<file path="config.mk">
export PLATFORM = sky130hd
export DESIGN_NAME = cfg_serial_loader
export DESIGN_NICKNAME = d
export VERILOG_FILES = /design/src/rtl/cfg_loader_pkg.sv /design/src/rtl/cfg_sync.sv /design/src/rtl/cfg_byte_order.sv /design/src/rtl/cfg_bit_serializer.sv /design/src/rtl/cfg_serial_loader.sv
export SDC_FILE = /design/constraint.sdc
export NUM_CORES = 1
export LEC_CHECK = 0
export BUFFER_PORTS_ARGS = -buffer_cell sky130_fd_sc_hd__buf_2
export CELL_PAD_IN_SITES_DETAIL_PLACEMENT = 1
export CELL_PAD_IN_SITES_GLOBAL_PLACEMENT = 1
export CORE_ASPECT_RATIO = 0.7
export CORE_MARGIN = 2
export CORE_UTILIZATION = 52
export DETAILED_ROUTE_END_ITERATION = 7
export PLACE_DENSITY = 0.86
export REMOVE_ABC_BUFFERS = 1
export SYNTH_ARGS = -nofsm -noshare
export SYNTH_HDL_FRONTEND = slang
export SYNTH_HIERARCHICAL = 1
export SYNTH_SLANG_ARGS = --single-unit
</file>
<file path="constraint.sdc">
create_clock -name clk -period 8.15 [get_ports clk]
set_input_delay 0.4075 -clock clk [delete_from_list [all_inputs] [get_ports clk]]
set_output_delay 0.4075 -clock clk [all_outputs]
set_load 0.1 [all_outputs]
</file>
<file path="src/rtl/cfg_loader_pkg.sv">
package cfg_loader_pkg;
  typedef enum logic [2:0] {
    LD_IDLE,
    LD_PROG,
    LD_WINIT,
    LD_DATA,
    LD_FLUSH
  } ld_state_t;
endpackage

</file>
<file path="src/rtl/cfg_sync.sv">
module cfg_sync #(
  parameter int W      = 2,
  parameter int STAGES = 2
) (
  input  logic         clk,
  input  logic         rst_n,
  input  logic [W-1:0] d,
  output logic [W-1:0] q
);
  logic [W-1:0] stg [STAGES];

  for (genvar s = 0; s < STAGES; s++) begin : g_stage
    if (s == 0) begin : g_first
      always_ff @(posedge clk or negedge rst_n)
        if (!rst_n) stg[0] <= '0;
        else        stg[0] <= d;
    end else begin : g_next
      always_ff @(posedge clk or negedge rst_n)
        if (!rst_n) stg[s] <= '0;
        else        stg[s] <= stg[s-1];
    end
  end

  assign q = stg[STAGES-1];
endmodule

</file>
<file path="src/rtl/cfg_byte_order.sv">
module cfg_byte_order #(
  parameter int GROUP = 4
) (
  input  logic       clk,
  input  logic       rst_n,
  input  logic       clr,
  input  logic       rev,
  input  logic       in_valid,
  input  logic [7:0] in_data,
  output logic       in_ready,
  output logic       out_valid,
  output logic [7:0] out_data,
  input  logic       out_ready
);
  localparam int IW = (GROUP > 1) ? $clog2(GROUP) : 1;

  logic [7:0]    mem [GROUP];
  logic [IW-1:0] idx;
  logic          drain;

  assign in_ready  = !drain && !clr;
  assign out_valid = drain && !clr;
  assign out_data  = mem[idx];

  // storage: written in fill phase, no reset needed
  always_ff @(posedge clk)
    if (!drain && in_valid && in_ready) mem[idx] <= in_data;

  // fill upward, drain downward; plain mode uses slot 0 only
  always_ff @(posedge clk or negedge rst_n) begin
    if (!rst_n) begin
      drain <= 1'b0;
      idx   <= '0;
    end else if (clr) begin
      drain <= 1'b0;
      idx   <= '0;
    end else if (!drain) begin
      if (in_valid && in_ready) begin
        if (!rev || idx == IW'(GROUP-1)) drain <= 1'b1;
        else                             idx   <= idx + 1'b1;
      end
    end else if (out_ready) begin
      if (idx == '0) drain <= 1'b0;
      else           idx   <= idx - 1'b1;
    end
  end
endmodule

</file>
<file path="src/rtl/cfg_bit_serializer.sv">
module cfg_bit_serializer #(
  parameter int HALF_PER = 2
) (
  input  logic       clk,
  input  logic       rst_n,
  input  logic       clr,
  input  logic       go,
  input  logic       pulse_only,
  input  logic [7:0] byte_in,
  output logic       idle,
  output logic       clk_lvl,
  output logic       dout
);
  localparam int HW = (HALF_PER > 1) ? $clog2(HALF_PER) : 1;

  logic          act;
  logic          hi;
  logic [HW-1:0] tmr;
  logic [3:0]    left;
  logic [7:0]    sh;

  assign idle    = !act;
  assign clk_lvl = hi;
  assign dout    = sh[7];

  always_ff @(posedge clk or negedge rst_n) begin
    if (!rst_n) begin
      act  <= 1'b0;
      hi   <= 1'b0;
      tmr  <= '0;
      left <= '0;
      sh   <= '0;
    end else if (clr) begin
      act <= 1'b0;
      hi  <= 1'b0;
      tmr <= '0;
    end else if (!act) begin
      if (go) begin
        act  <= 1'b1;
        hi   <= 1'b0;
        tmr  <= '0;
        sh   <= pulse_only ? 8'hFF : byte_in;
        left <= pulse_only ? 4'd1 : 4'd8;
      end
    end else if (tmr == HW'(HALF_PER-1)) begin
      tmr <= '0;
      if (!hi) begin
        hi <= 1'b1;
      end else begin
        hi   <= 1'b0;
        sh   <= {sh[6:0], 1'b0};
        left <= left - 4'd1;
        if (left == 4'd1) act <= 1'b0;
      end
    end else begin
      tmr <= tmr + 1'b1;
    end
  end
endmodule

</file>
<file path="src/rtl/cfg_serial_loader.sv">
module cfg_serial_loader
  import cfg_loader_pkg::*;
#(
  parameter int HALF_PER     = 2,
  parameter int PROG_LOW     = 4,
  parameter int INIT_TIMEOUT = 64,
  parameter int DONE_TIMEOUT = 16,
  parameter int LEN_W        = 16
) (
  input  logic             clk,
  input  logic             rst_n,
  input  logic             start,
  input  logic             rev_mode,
  input  logic [LEN_W-1:0] byte_len,
  input  logic             in_valid,
  input  logic [7:0]       in_data,
  input  logic             in_last,
  output logic             in_ready,
  output logic             cfg_prog_n,
  input  logic             cfg_init_n,
  output logic             cfg_clk,
  output logic             cfg_dout,
  input  logic             cfg_done,
  output logic             busy,
  output logic             done_ok,
  output logic             error
);
  localparam int TMAX0 = (PROG_LOW > INIT_TIMEOUT) ? PROG_LOW : INIT_TIMEOUT;
  localparam int TMAX  = (TMAX0 > DONE_TIMEOUT) ? TMAX0 : DONE_TIMEOUT;
  localparam int TW    = $clog2(TMAX + 1);

  ld_state_t        st;
  logic [TW-1:0]    tmr;
  logic [LEN_W-1:0] len_q, in_cnt, out_cnt;
  logic             rev_q, ok_q, err_q;
  logic             init_s, done_s;

  logic       buf_in_ready, buf_out_valid, buf_out_ready;
  logic [7:0] buf_out_data;
  logic       ser_idle, ser_hi, ser_go, ser_pulse, clr;
  logic       acc, final_in, bad_len, flush_go;

  cfg_sync #(.W(2), .STAGES(2)) u_sync (
    .clk (clk),
    .rst_n (rst_n),
    .d ({cfg_done, cfg_init_n}),
    .q ({done_s, init_s})
  );

  assign clr      = (st == LD_IDLE);
  assign in_ready = buf_in_ready && (st == LD_DATA) && (in_cnt != len_q);
  assign acc      = in_valid && in_ready;
  assign final_in = (in_cnt == len_q - LEN_W'(1));
  assign bad_len  = (byte_len == '0) || (rev_mode && byte_len[1:0] != 2'b00);

  assign buf_out_ready = ser_idle && (st == LD_DATA) && (out_cnt != len_q);
  assign flush_go      = (st == LD_FLUSH) && ser_idle && !done_s
                         && (tmr != TW'(DONE_TIMEOUT));
  assign ser_pulse     = (st == LD_FLUSH);
  assign ser_go        = (buf_out_valid && buf_out_ready) || flush_go;

  cfg_byte_order #(.GROUP(4)) u_order (
    .clk (clk),
    .rst_n (rst_n),
    .clr (clr),
    .rev (rev_q),
    .in_valid (acc),
    .in_data (in_data),
    .in_ready (buf_in_ready),
    .out_valid (buf_out_valid),
    .out_data (buf_out_data),
    .out_ready (buf_out_ready)
  );

  cfg_bit_serializer #(.HALF_PER(HALF_PER)) u_ser (
    .clk (clk),
    .rst_n (rst_n),
    .clr (clr),
    .go (ser_go),
    .pulse_only (ser_pulse),
    .byte_in (buf_out_data),
    .idle (ser_idle),
    .clk_lvl (ser_hi),
    .dout (cfg_dout)
  );

  assign cfg_clk    = ser_hi && (st != LD_IDLE);
  assign cfg_prog_n = (st != LD_PROG);
  assign busy       = (st != LD_IDLE);
  assign done_ok    = ok_q;
  assign error      = err_q;

  always_ff @(posedge clk or negedge rst_n) begin
    if (!rst_n) begin
      st      <= LD_IDLE;
      tmr     <= '0;
      len_q   <= '0;
      in_cnt  <= '0;
      out_cnt <= '0;
      rev_q   <= 1'b0;
      ok_q    <= 1'b0;
      err_q   <= 1'b0;
    end else begin
      case (st)
        LD_IDLE: if (start) begin
          ok_q    <= 1'b0;
          err_q   <= 1'b0;
          len_q   <= byte_len;
          rev_q   <= rev_mode;
          in_cnt  <= '0;
          out_cnt <= '0;
          tmr     <= '0;
          if (bad_len) err_q <= 1'b1;
          else         st    <= LD_PROG;
        end
        LD_PROG: begin
          if (tmr == TW'(PROG_LOW-1)) begin
            tmr <= '0;
            st  <= LD_WINIT;
          end else begin
            tmr <= tmr + 1'b1;
          end
        end
        LD_WINIT: begin
          if (init_s) begin
            tmr <= '0;
            st  <= LD_DATA;
          end else if (tmr == TW'(INIT_TIMEOUT-1)) begin
            err_q <= 1'b1;
            st    <= LD_IDLE;
          end else begin
            tmr <= tmr + 1'b1;
          end
        end
        LD_DATA: begin
          if (buf_out_valid && buf_out_ready) out_cnt <= out_cnt + 1'b1;
          if (out_cnt == len_q && ser_idle) begin
            tmr <= '0;
            st  <= LD_FLUSH;
          end
          if (acc) begin
            in_cnt <= in_cnt + 1'b1;
            if (in_last != final_in) begin
              err_q <= 1'b1;
              st    <= LD_IDLE;
            end
          end
        end
        LD_FLUSH: begin
          if (done_s) begin
            ok_q <= 1'b1;
            st   <= LD_IDLE;
          end else if (ser_idle) begin
            if (tmr == TW'(DONE_TIMEOUT)) begin
              err_q <= 1'b1;
              st    <= LD_IDLE;
            end else begin
              tmr <= tmr + 1'b1;
            end
          end
        end
        default: st <= LD_IDLE;
      endcase
    end
  end
endmodule

</file>
==> results of run 1 <==
[metal layers]
layer	track usage, %	share of wire [%]	vias to the layer above
li1	-	-	2261
met1	39.4	46	2545
met2	47.1	47	159
met3	5.74	5.2	28
met4	9.47	1.8	0
met5	0	0	-
[flip-flops by register name, summed over array words and instances, names as in the netlist, 3 cells and up]
name / cells
st: 3
u_ser/sh: 8
u_ser/left: 4
tmr: 7
out_cnt: 16
in_cnt: 16
len_q: 16
u_order/mem: 32
[final timing paths]
path	from	end	slack [ns]	cells after the start
max	st[1]$_DFFE_PN0P_	in_cnt[15]$_DFFE_PN0P_	4.29	7
min	cfg_done	u_sync/stg[3]$_DFF_PN0_	0.09	1
max reg2reg	st[1]$_DFFE_PN0P_	in_cnt[15]$_DFFE_PN0P_	4.29	7
min reg2reg	u_sync/stg[2]$_DFF_PN0_	u_sync/q[0]$_DFF_PN0_	0.35	0
max in group asynchronous	rst_n	u_ser/left[3]$_DFFE_PN0P_	7.24	1
min in group asynchronous	rst_n	out_cnt[13]$_DFFE_PN0P_	0.21	1
[power groups by stage]
stage	clock (mW)	sequential [mW]	combinational (mW)
final	0.717	0.836	0.705
after global routing	0.748	0.851	0.770
after CTS	0.724	0.831	0.701
after detailed placement	0	0.837	0.680
after global placement	0	0.827	0.636
after floorplan	0	0.817	0.487
[cell families after synthesis]
group | after synthesis
adders and majority gates | 7
DFF | 115
and+or+nand+nor | 273
buffers and inverters | 52
AOI/OAI and AO/OA | 92
muxes | 21
xor gates and xnor gates | 62
[metrics by stage]
stage               area (sq um)  hold slack, ns
floorplan                   6040           0.112
global placement            6450           0.332
detailed placement          6450           0.336
CTS                         7010          0.0803
global route                7010          0.0810
finish                      7010          0.0899
[area by class of cell]
class                   count  area (sq um)
clock buffers              18           429
clock inverters            14           133
fillers                  1279          4670
inverters                  20          75.1
multi-input cells         455          2930
flip-flops and latches    115          3040
well taps                 157           196
repair buffers             41           215
[cells in the final DEF, fill, tap and decap left out, types with 4 or more instances in the layout]
| master | netlist | final |
|---|---|---|
| nand4_1 | 16 | 16 |
| nor4_1 | 15 | 15 |
| ha_1 | 7 | 7 |
| o31ai_1 | 5 | 5 |
| xnor2_1 | 37 | 37 |
| and3_1 | 12 | 12 |
| mux2i_1 | 4 | 4 |
| nand2b_1 | 9 | 9 |
| mux4_1 | 4 | 4 |
| mux2_2 | 9 | 9 |
| o21ai_0 | 38 | 38 |
| clkbuf_16 | 0 | 17 |
| nand2_1 | 87 | 87 |
| and2_1 | 8 | 8 |
| mux4_2 | 4 | 4 |
| buf_2 | 4 | 37 |
| inv_1 | 20 | 20 |
| or3_1 | 13 | 13 |
| dfrtp_1 | 83 | 83 |
| nor2b_1 | 8 | 8 |
| xor2_1 | 25 | 25 |
| edfxtp_1 | 32 | 32 |
| a21oi_1 | 16 | 16 |
| and4b_1 | 4 | 4 |
| or2_2 | 4 | 4 |
| nand3_1 | 19 | 19 |
| buf_4 | 4 | 4 |
| clkinv_4 | 0 | 5 |
| nor2_1 | 60 | 60 |
[worst register-to-register path: cells and delay by family (launching register included)]
family	cells	cell delay (ns)
AO/OA/AOI/OAI	1	1.10
XOR/XNOR	1	0.20
buffers and inverters	1	0.52
flip-flops	1	0.46
AND/OR/NAND/NOR	4	1.45
==> impl_metrics.yaml, run 1 <==
finish:
  syn2layout_area_growth_pct: 12.8
  fin_nets: 689
  final_cell_count_no_fill: 820
  n_antenna_cell: 0
  fin_util_pct: 60.0
  layout-drive-gt1-share_pct: 14.6
grt:
  grt_use_total_pct: 29.0
  antenna_found_initial: 0
  grt_max_degree: 84
  grt_pass1_wl_mm: 28.2
  overflow: 0
  grt_pass1_vias: 5251
cts:
  insertion_delay_ns: 0.42
  post_cts_buffers: 0
  tritoncts: "yes"
  ctsHoldBuffers: 0
  ctsResizeCount: 0
  cts-buffers-inserted: 17
  clockRootBuffer: "clkbuf_16"
  clk_pin_slew_worst_paths_ns: 0.06
  htreeDepth: 4
  clock_path_buffers: 2
  cts_num_sinks: 115
floorplan:
  dieArea_sq_um: 12900
  io_pins: 39
  die_x_um: 135
  die_y_um: 95.5
  design.core.area_sq_um: 11700
  initial_core_util_pct: 53.2
  rows: 33
synthesis:
  synth_area_leaders: "dfrtp_1 (33%), edfxtp_1 (15%), nand2_1 (5.3%)"
  yosysMostFrequentCell: "nand2_1"
  synth_top_cell_area_share_pct: 33.4
  synth-compound-area-share_pct: 9.42
  ys_types: 66
  synth_area_per_cell_sq_um: 10.0
  synth-edff-count: 32
  synth_xor_area_share_pct: 8.73
  synth_top_family_by_area: "simple AND/OR/NAND/NOR gates"
  synth_adder_area_share_pct: 1.41
  synthMuxAreaShare_pct: 5.41
  synth-simple-area-share_pct: 22.1
  synthCells: 622
  ys_top_cells_by_count: "nand2_1 (87), dfrtp_1 (83), nor2_1 (60)"
  postSynth.asyncResetShare_pct: 72.2
  ys_seq_elements: 115
  synth-main-ff-cell: "dfrtp_1"
  netlist_area_sq_um: 6220
  ys_warn_count: 6
  ys_seq_area_share_pct: 48.9
  synth_top_area_cell: "dfrtp_1"
critical_path:
  path_class: "register to register"
  cpPeakStageDelay_ns: 1.09
  crit_slowest_cell: "a211oi_1"
  worst-path-buf-inv: 1
  path_cells: "or3_1 -> inv_1 -> nand2_1 -> a211oi_1 -> nand4_1 -> xor2_1 -> nor2_1"
  crit_family: "simple AND/OR/NAND/NOR gates"
  end_kind: "register"
  cp_max_fo: 21
  cp.required_ns: 8.43
  startpoint_type: "register"
  cp.arrival_ns: 4.14
sta:
  period_needed_ns: 3.86
  tightest_slew_ns: 1.12
  fmax_mhz: 259
  rsz0062_at_grt: "false"
  hold_viol_final: 0
  layout_setup_ws_ns: 4.29
  setup_viol: 0
  relSlewSlack_pct: 25.1
  final.setup.tns_ns: 0
  fin_skew_ns: 0.00944
  fin_crit_sh_pct: 47.4
  slew_violations: 0
placed_design:
  place.gp.congestion: 0.894
  dp.final_hpwl_mm: 11.5
  dp.cells: 788
  io_buffers: 38
  dpl_worst_slack_ns: 4.47
power:
  power.internal_mw: 1.36
  swShare_pct: 39.9
  comb_power_share_pct: 31.2
  seqPwrFrac_pct: 37.0
  ir_worst_vdd_mv: 0.205
  power_density_nw_per_um2: 322
  p_clk_share_pct: 31.7
  power_mw: 2.26
  netSwitchingPower_mw: 0.902
  p_leak_nw: 2.88
drt:
  drt_wl_total_mm: 17.4
  detail_route.iter0.violations: 380
  drcViolationCount: 0
  drtPass1Iterations: 5
  vias_per_cell: 6.09
  wl_per_cell_um: 21.2
  routed-via-count: 4993
  antenna_left: 0
min_path:
  hold_path.class: "primary input to register"
run:
  cap_viol_max_count: 0
status:
  status: "finished, final reports clean"
Note: power is estimated with default switching activity, not from simulation.
==> run 2: changes to the inputs <==
- CORE_UTILIZATION: 52 -> 43
- PLACE_DENSITY: 0.86 -> 0.77
- clock period: 8.15 -> 3.18 ns (I/O delays scaled with it)
==> run 2 against run 1 <==
- clock skew rose by 0.00059 ns
- critical endpoint is now error$_DFFE_PN0P_
- sequential power rose to 2.5 times the previous value
- clock power rose to 2.9 times the previous value
==> impl_metrics.yaml, run 2 (synthesis gave the netlist of run 1 again) <==
grt:
  grt_pass1_wl_mm: 29.0
  grt_use_total_pct: 24.5
  grt_pass1_vias: 5293
  overflow: 0
  grt_max_degree: 84
  antenna_found_initial: 0
finish:
  largest_reg_flops: 32
  layout-drive-gt1-share_pct: 16.1
  final_cell_mix: "nand2_1 (87), dfrtp_1 (83), nor2_1 (60)"
  final_area_sq_um: 7520
  n_antenna_cell: 0
  fillCellCount: 1547
  syn2layout_area_growth_pct: 20.9
  fin_util_pct: 53.7
  fin_nets: 729
  layout_commonest_cell: "nand2_1"
  top_register: "u_order/mem"
sta:
  fmax_mhz: 325
  relSlewSlack_pct: 25.0
  setup_viol: 0
  hold_viol_final: 0
  period_needed_ns: 3.08
  slew_violations: 0
  layout_setup_ws_ns: 0.103
  tightest_slew_ns: 1.12
  fin_crit_sh_pct: 96.8
  fin_skew_ns: 0.0100
  rsz0062_at_grt: "false"
floorplan:
  io_pins: 39
  initial_core_util_pct: 44.4
  die_x_um: 148
  dieArea_sq_um: 15500
  die_y_um: 105
  rows: 36
  design.core.area_sq_um: 14000
placed_design:
  placed_cell_area_sq_um: 6590
  io_buffers: 38
  dpl_worst_slack_ns: 0.121
  dp.final_hpwl_mm: 11.9
  place.gp.congestion: 0.891
cts:
  cts-buffers-inserted: 17
  clockRootBuffer: "clkbuf_16"
  tritoncts: "yes"
  post_cts_buffers: 0
  clock_path_buffers: 2
  insertion_delay_ns: 0.42
  htreeDepth: 4
  clk_pin_slew_worst_paths_ns: 0.06
  cts_num_sinks: 115
critical_path:
  startpoint_type: "register"
  cp_max_fo: 6
  crit_slowest_cell: "nor4_1"
  cp.arrival_ns: 3.42
  path_cells: "nor4_1 -> and4b_1 -> mux2_2 -> mux2i_1 -> a32oi_1 -> nor4_4 -> mux2i_2 -> a2bb2oi_1"
  cpPeakStageDelay_ns: 0.57
  path_class: "register to register"
  end_kind: "register"
  cp.required_ns: 3.52
drt:
  antenna_left: 0
  drt_wl_total_mm: 18.2
  routed-via-count: 5093
  detail_route.iter0.violations: 348
  vias_per_cell: 5.70
  wl_per_cell_um: 20.3
  drtPass1Iterations: 5
  drcViolationCount: 0
power:
  power_density_nw_per_um2: 822
  ir_worst_vdd_mv: 0.418
  power_mw: 6.18
  p_leak_nw: 3.09
status:
  status: "finished, final reports clean"
min_path:
  hold_path.class: "primary input to register"
run:
  cap_viol_max_count: 0
[run 2: changes by cell type in the layout (fill, tap and decap cells not counted), sizes merged]
cell and delta:
buf +13, bufinv +3, clkinv -4, clkinvlp +1, dlygate4sd3 +27
[run 2: final cells by class]
type	count	area [sq um]	share of cell area, %
timing repair buffer	81	583	7.76
inverter	20	75.1	0.999
multi-input combinational	455	2950	39.3
sequential	115	3040	40.4
tap	190	238	3.16
clock inverter	14	203	2.70
clock buffer	18	429	5.71
[run 2: per-layer routing]
layer  share of wire (%)  vias to the layer above  GRT usage (%)
li1                    -                     2335              -
met1                  46                     2581           34.3
met2                  47                      143           37.3
met3                 4.7                       34           6.11
met4                 2.3                        0           8.38
met5                   0                        -              0
[run 2: worst paths after layout]
check / cells after the start / to / from / slack, ns
setup / recovery: 8 / error$_DFFE_PN0P_ / len_q[8]$_DFFE_PN0P_ / 0.10
hold / removal: 3 / len_q[1]$_DFFE_PN0P_ / byte_len[1] / 0.02
setup reg to reg: 8 / error$_DFFE_PN0P_ / len_q[8]$_DFFE_PN0P_ / 0.10
hold reg to reg: 0 / u_sync/q[0]$_DFF_PN0_ / u_sync/stg[2]$_DFF_PN0_ / 0.35
max in group asynchronous: 2 / u_order/drain$_DFF_PN0_ / rst_n / 2.00
min in group asynchronous: 2 / out_cnt[12]$_DFFE_PN0P_ / rst_n / 0.50
[run 2: worst max-delay path, delay by kind of cell, from the launching register on]
family	cells	cell delay, ns
AND/OR/NAND/NOR	3	1.31
AO/OA/AOI/OAI	2	0.32
flip-flops	1	0.47
multiplexers	3	0.90
[run 2: power breakdown]
part           internal, mW  switching (mW)
Sequential             1.74           0.381
Clock                  1.32           0.754
Combinational         0.754            1.23
[run 2: per-stage QoR]
stage	cells	hold WS, ns	setup TNS (ns)
after floorplan	590	-0.137	-17.36
after global placement	834	0.275	0
after detailed placement	834	0.279	0
after CTS	893	0.000762	0
after global routing	893	0.0602	0
final	893	0.0156	0
[run 2: repair_timing]
| action | 4_1_cts | 5_1_grt |
|---|---|---|
| setup endpoints to repair | 0 | 48 |
| hold endpoints to repair | 70 | 0 |
| gates resized for setup | 0 | 5 |
| hold buffers | 27 | 0 |
==> run 3: changes to the inputs <==
- PLACE_DENSITY: 0.77 -> not set
- PLACE_DENSITY_LB_ADDON: not set -> 0.15
==> run 3 against run 2 <==
- worst hold slack got worse by 0.00077 ns
- clock skew hardly changed
- cell area is 0.80% lower
- final cell count rose by 0.11%
==> impl_metrics.yaml, run 3 (synthesis gave the netlist of run 1 again) <==
min_path:
  hold_path.class: "primary input to register"
  min_from: "byte_len[1]"
floorplan:
  io_pins: 39
  rows: 36
  initial_core_util_pct: 44.4
  dieArea_sq_um: 15500
  die_x_um: 148
  design.core.area_sq_um: 14000
  die_y_um: 105
cts:
  insertion_delay_ns: 0.42
  htreeDepth: 4
  cts_num_sinks: 115
  cts-buffers-inserted: 17
  tritoncts: "yes"
  clk_pin_slew_worst_paths_ns: 0.06
  clockRootBuffer: "clkbuf_16"
  clock_path_buffers: 2
  post_cts_buffers: 0
grt:
  grt_pass1_vias: 5153
  antenna_found_initial: 0
  grt_pass1_wl_mm: 28.2
  grt_max_degree: 50
  overflow: 0
  grt_use_total_pct: 23.7
finish:
  fin_nets: 730
  fillCellCount: 1559
  final_area_sq_um: 7460
  multi_input_area_sq_um: 2930
  layout-drive-gt1-share_pct: 16.2
  regArea_sq_um: 3040
  layout_commonest_cell: "nand2_1"
  syn2layout_area_growth_pct: 20.0
  n_antenna_cell: 0
  final_cell_mix: "nand2_1 (87), dfrtp_1 (83), nor2_1 (60)"
  top_register: "u_order/mem"
  largest_reg_flops: 32
  fin_util_pct: 53.2
sta:
  rsz0062_at_grt: "false"
  hold_viol_final: 0
  slew_violations: 0
  layout_setup_ws_ns: 0.185
  fin_crit_sh_pct: 94.2
  setup_viol: 0
  period_needed_ns: 2.99
  tightest_slew_ns: 1.01
  fin_hold_ws_ns: 0.0148
  fmax_mhz: 334
  fin_skew_ns: 0.0105
  relSlewSlack_pct: 32.2
drt:
  detail_route.iter0.violations: 264
  drcViolationCount: 0
  vias_per_cell: 5.53
  drtPass1Iterations: 5
  drt_wl_total_mm: 17.1
  routed-via-count: 4945
  antenna_left: 0
  wl_per_cell_um: 19.1
power:
  power_mw: 5.96
  ir_worst_vdd_mv: 0.354
  p_leak_nw: 3.08
  power_density_nw_per_um2: 799
critical_path:
  path_cells: "inv_1 -> ha_1 -> or4b_1 -> nor2_4 -> nand2_1 -> and2_1 -> a211o_1 -> nor4_2 -> mux2i_2 -> a2bb2oi_1"
  startpoint_type: "register"
  cp.arrival_ns: 3.33
  cp_max_fo: 5
  r2r-start: "len_q[1]$_DFFE_PN0P_"
  crit_start: "len_q[1]$_DFFE_PN0P_"
  cpPeakStageDelay_ns: 0.54
  cp.required_ns: 3.52
  end_kind: "register"
  crit_slowest_cell: "or4b_1"
  path_class: "register to register"
placed_design:
  place.gp.congestion: 0.868
  dp.final_hpwl_mm: 11.8
  placed_cell_area_sq_um: 6600
  dpl_worst_slack_ns: 0.161
  io_buffers: 38
status:
  status: "finished, final reports clean"
run:
  cap_viol_max_count: 0
[run 3: cell count changes in the layout (fill, tap and decap cells not counted), sizes merged]
cell / before / now
inv: 23 / 31
bufinv: 4 / 1
clkinvlp: 4 / 1
buf: 54 / 56
clkbuf: 18 / 17
clkinv: 3 / 2
dlygate4sd3: 27 / 26
[run 3: worst paths after layout]
kind / end / slack, ns / cells past startpoint
worst min-delay path: len_q[1]$_DFFE_PN0P_ / 0.01 / 3
worst max register to register: error$_DFFE_PN0P_ / 0.19 / 10
min in group asynchronous: in_cnt[11]$_DFFE_PN0P_ / 0.30 / 2
worst max-delay path: error$_DFFE_PN0P_ / 0.19 / 10
worst min register to register: u_sync/q[1]$_DFF_PN0_ / 0.35 / 0
max in group asynchronous: tmr[2]$_DFFE_PN0P_ / 2.14 / 3
[run 3: critical path, delay by kind of cell, from the launching register on]
kind            cells  cell delay [ns]
fa+ha+maj           1             0.21
mux                 1             0.37
flops               1             0.44
compound gates      2             0.45
simple gates        5             1.34
buf+inv             1             0.10
[run 3: where the power goes]
part           internal [mW]  leakage [nW]  total (mW)  switching (mW)
registers               1.74          1.36        2.13           0.389
logic                  0.747          1.43        1.91            1.16
clock network           1.11         0.287        1.92           0.812
total                   3.60          3.08        5.96            2.36
[run 3: per-layer routing]
layer | share of wire, % | GRT usage, % | up-vias
met2 | 45 | 35.7 | 92
met4 | 1.2 | 7.28 | 0
met5 | 0 | 0 | -
met1 | 49 | 34.6 | 2502
met3 | 4.8 | 4.50 | 17
li1 | - | - | 2334
[run 3: per-stage QoR]
| step | TNS [ns] | std cells |
|---|---|---|
| after global placement | 0 | 836 |
| after global routing | 0 | 894 |
| after CTS | 0 | 894 |
| after floorplan | -17.36 | 590 |
| after detailed placement | 0 | 836 |
| final | 0 | 894 |
[run 3: repair_timing]
item | 4_1_cts | 5_1_grt
endpoints found under the hold margin | 96 | 0
resized for setup | 0 | 2
hold buffers | 26 | 0
setup endpoints to repair | 0 | 2
[run 3: area by class of cell]
cell class | instances | share of cell area [%]
Timing Repair Buffer | 82 | 7.88
Clock buffer | 17 | 5.70
Inverter | 20 | 1.01
Tap cell | 190 | 3.19
Multi-Input combinational cell | 455 | 39.3
Clock inverter | 15 | 2.15
Sequential cell | 115 | 40.7
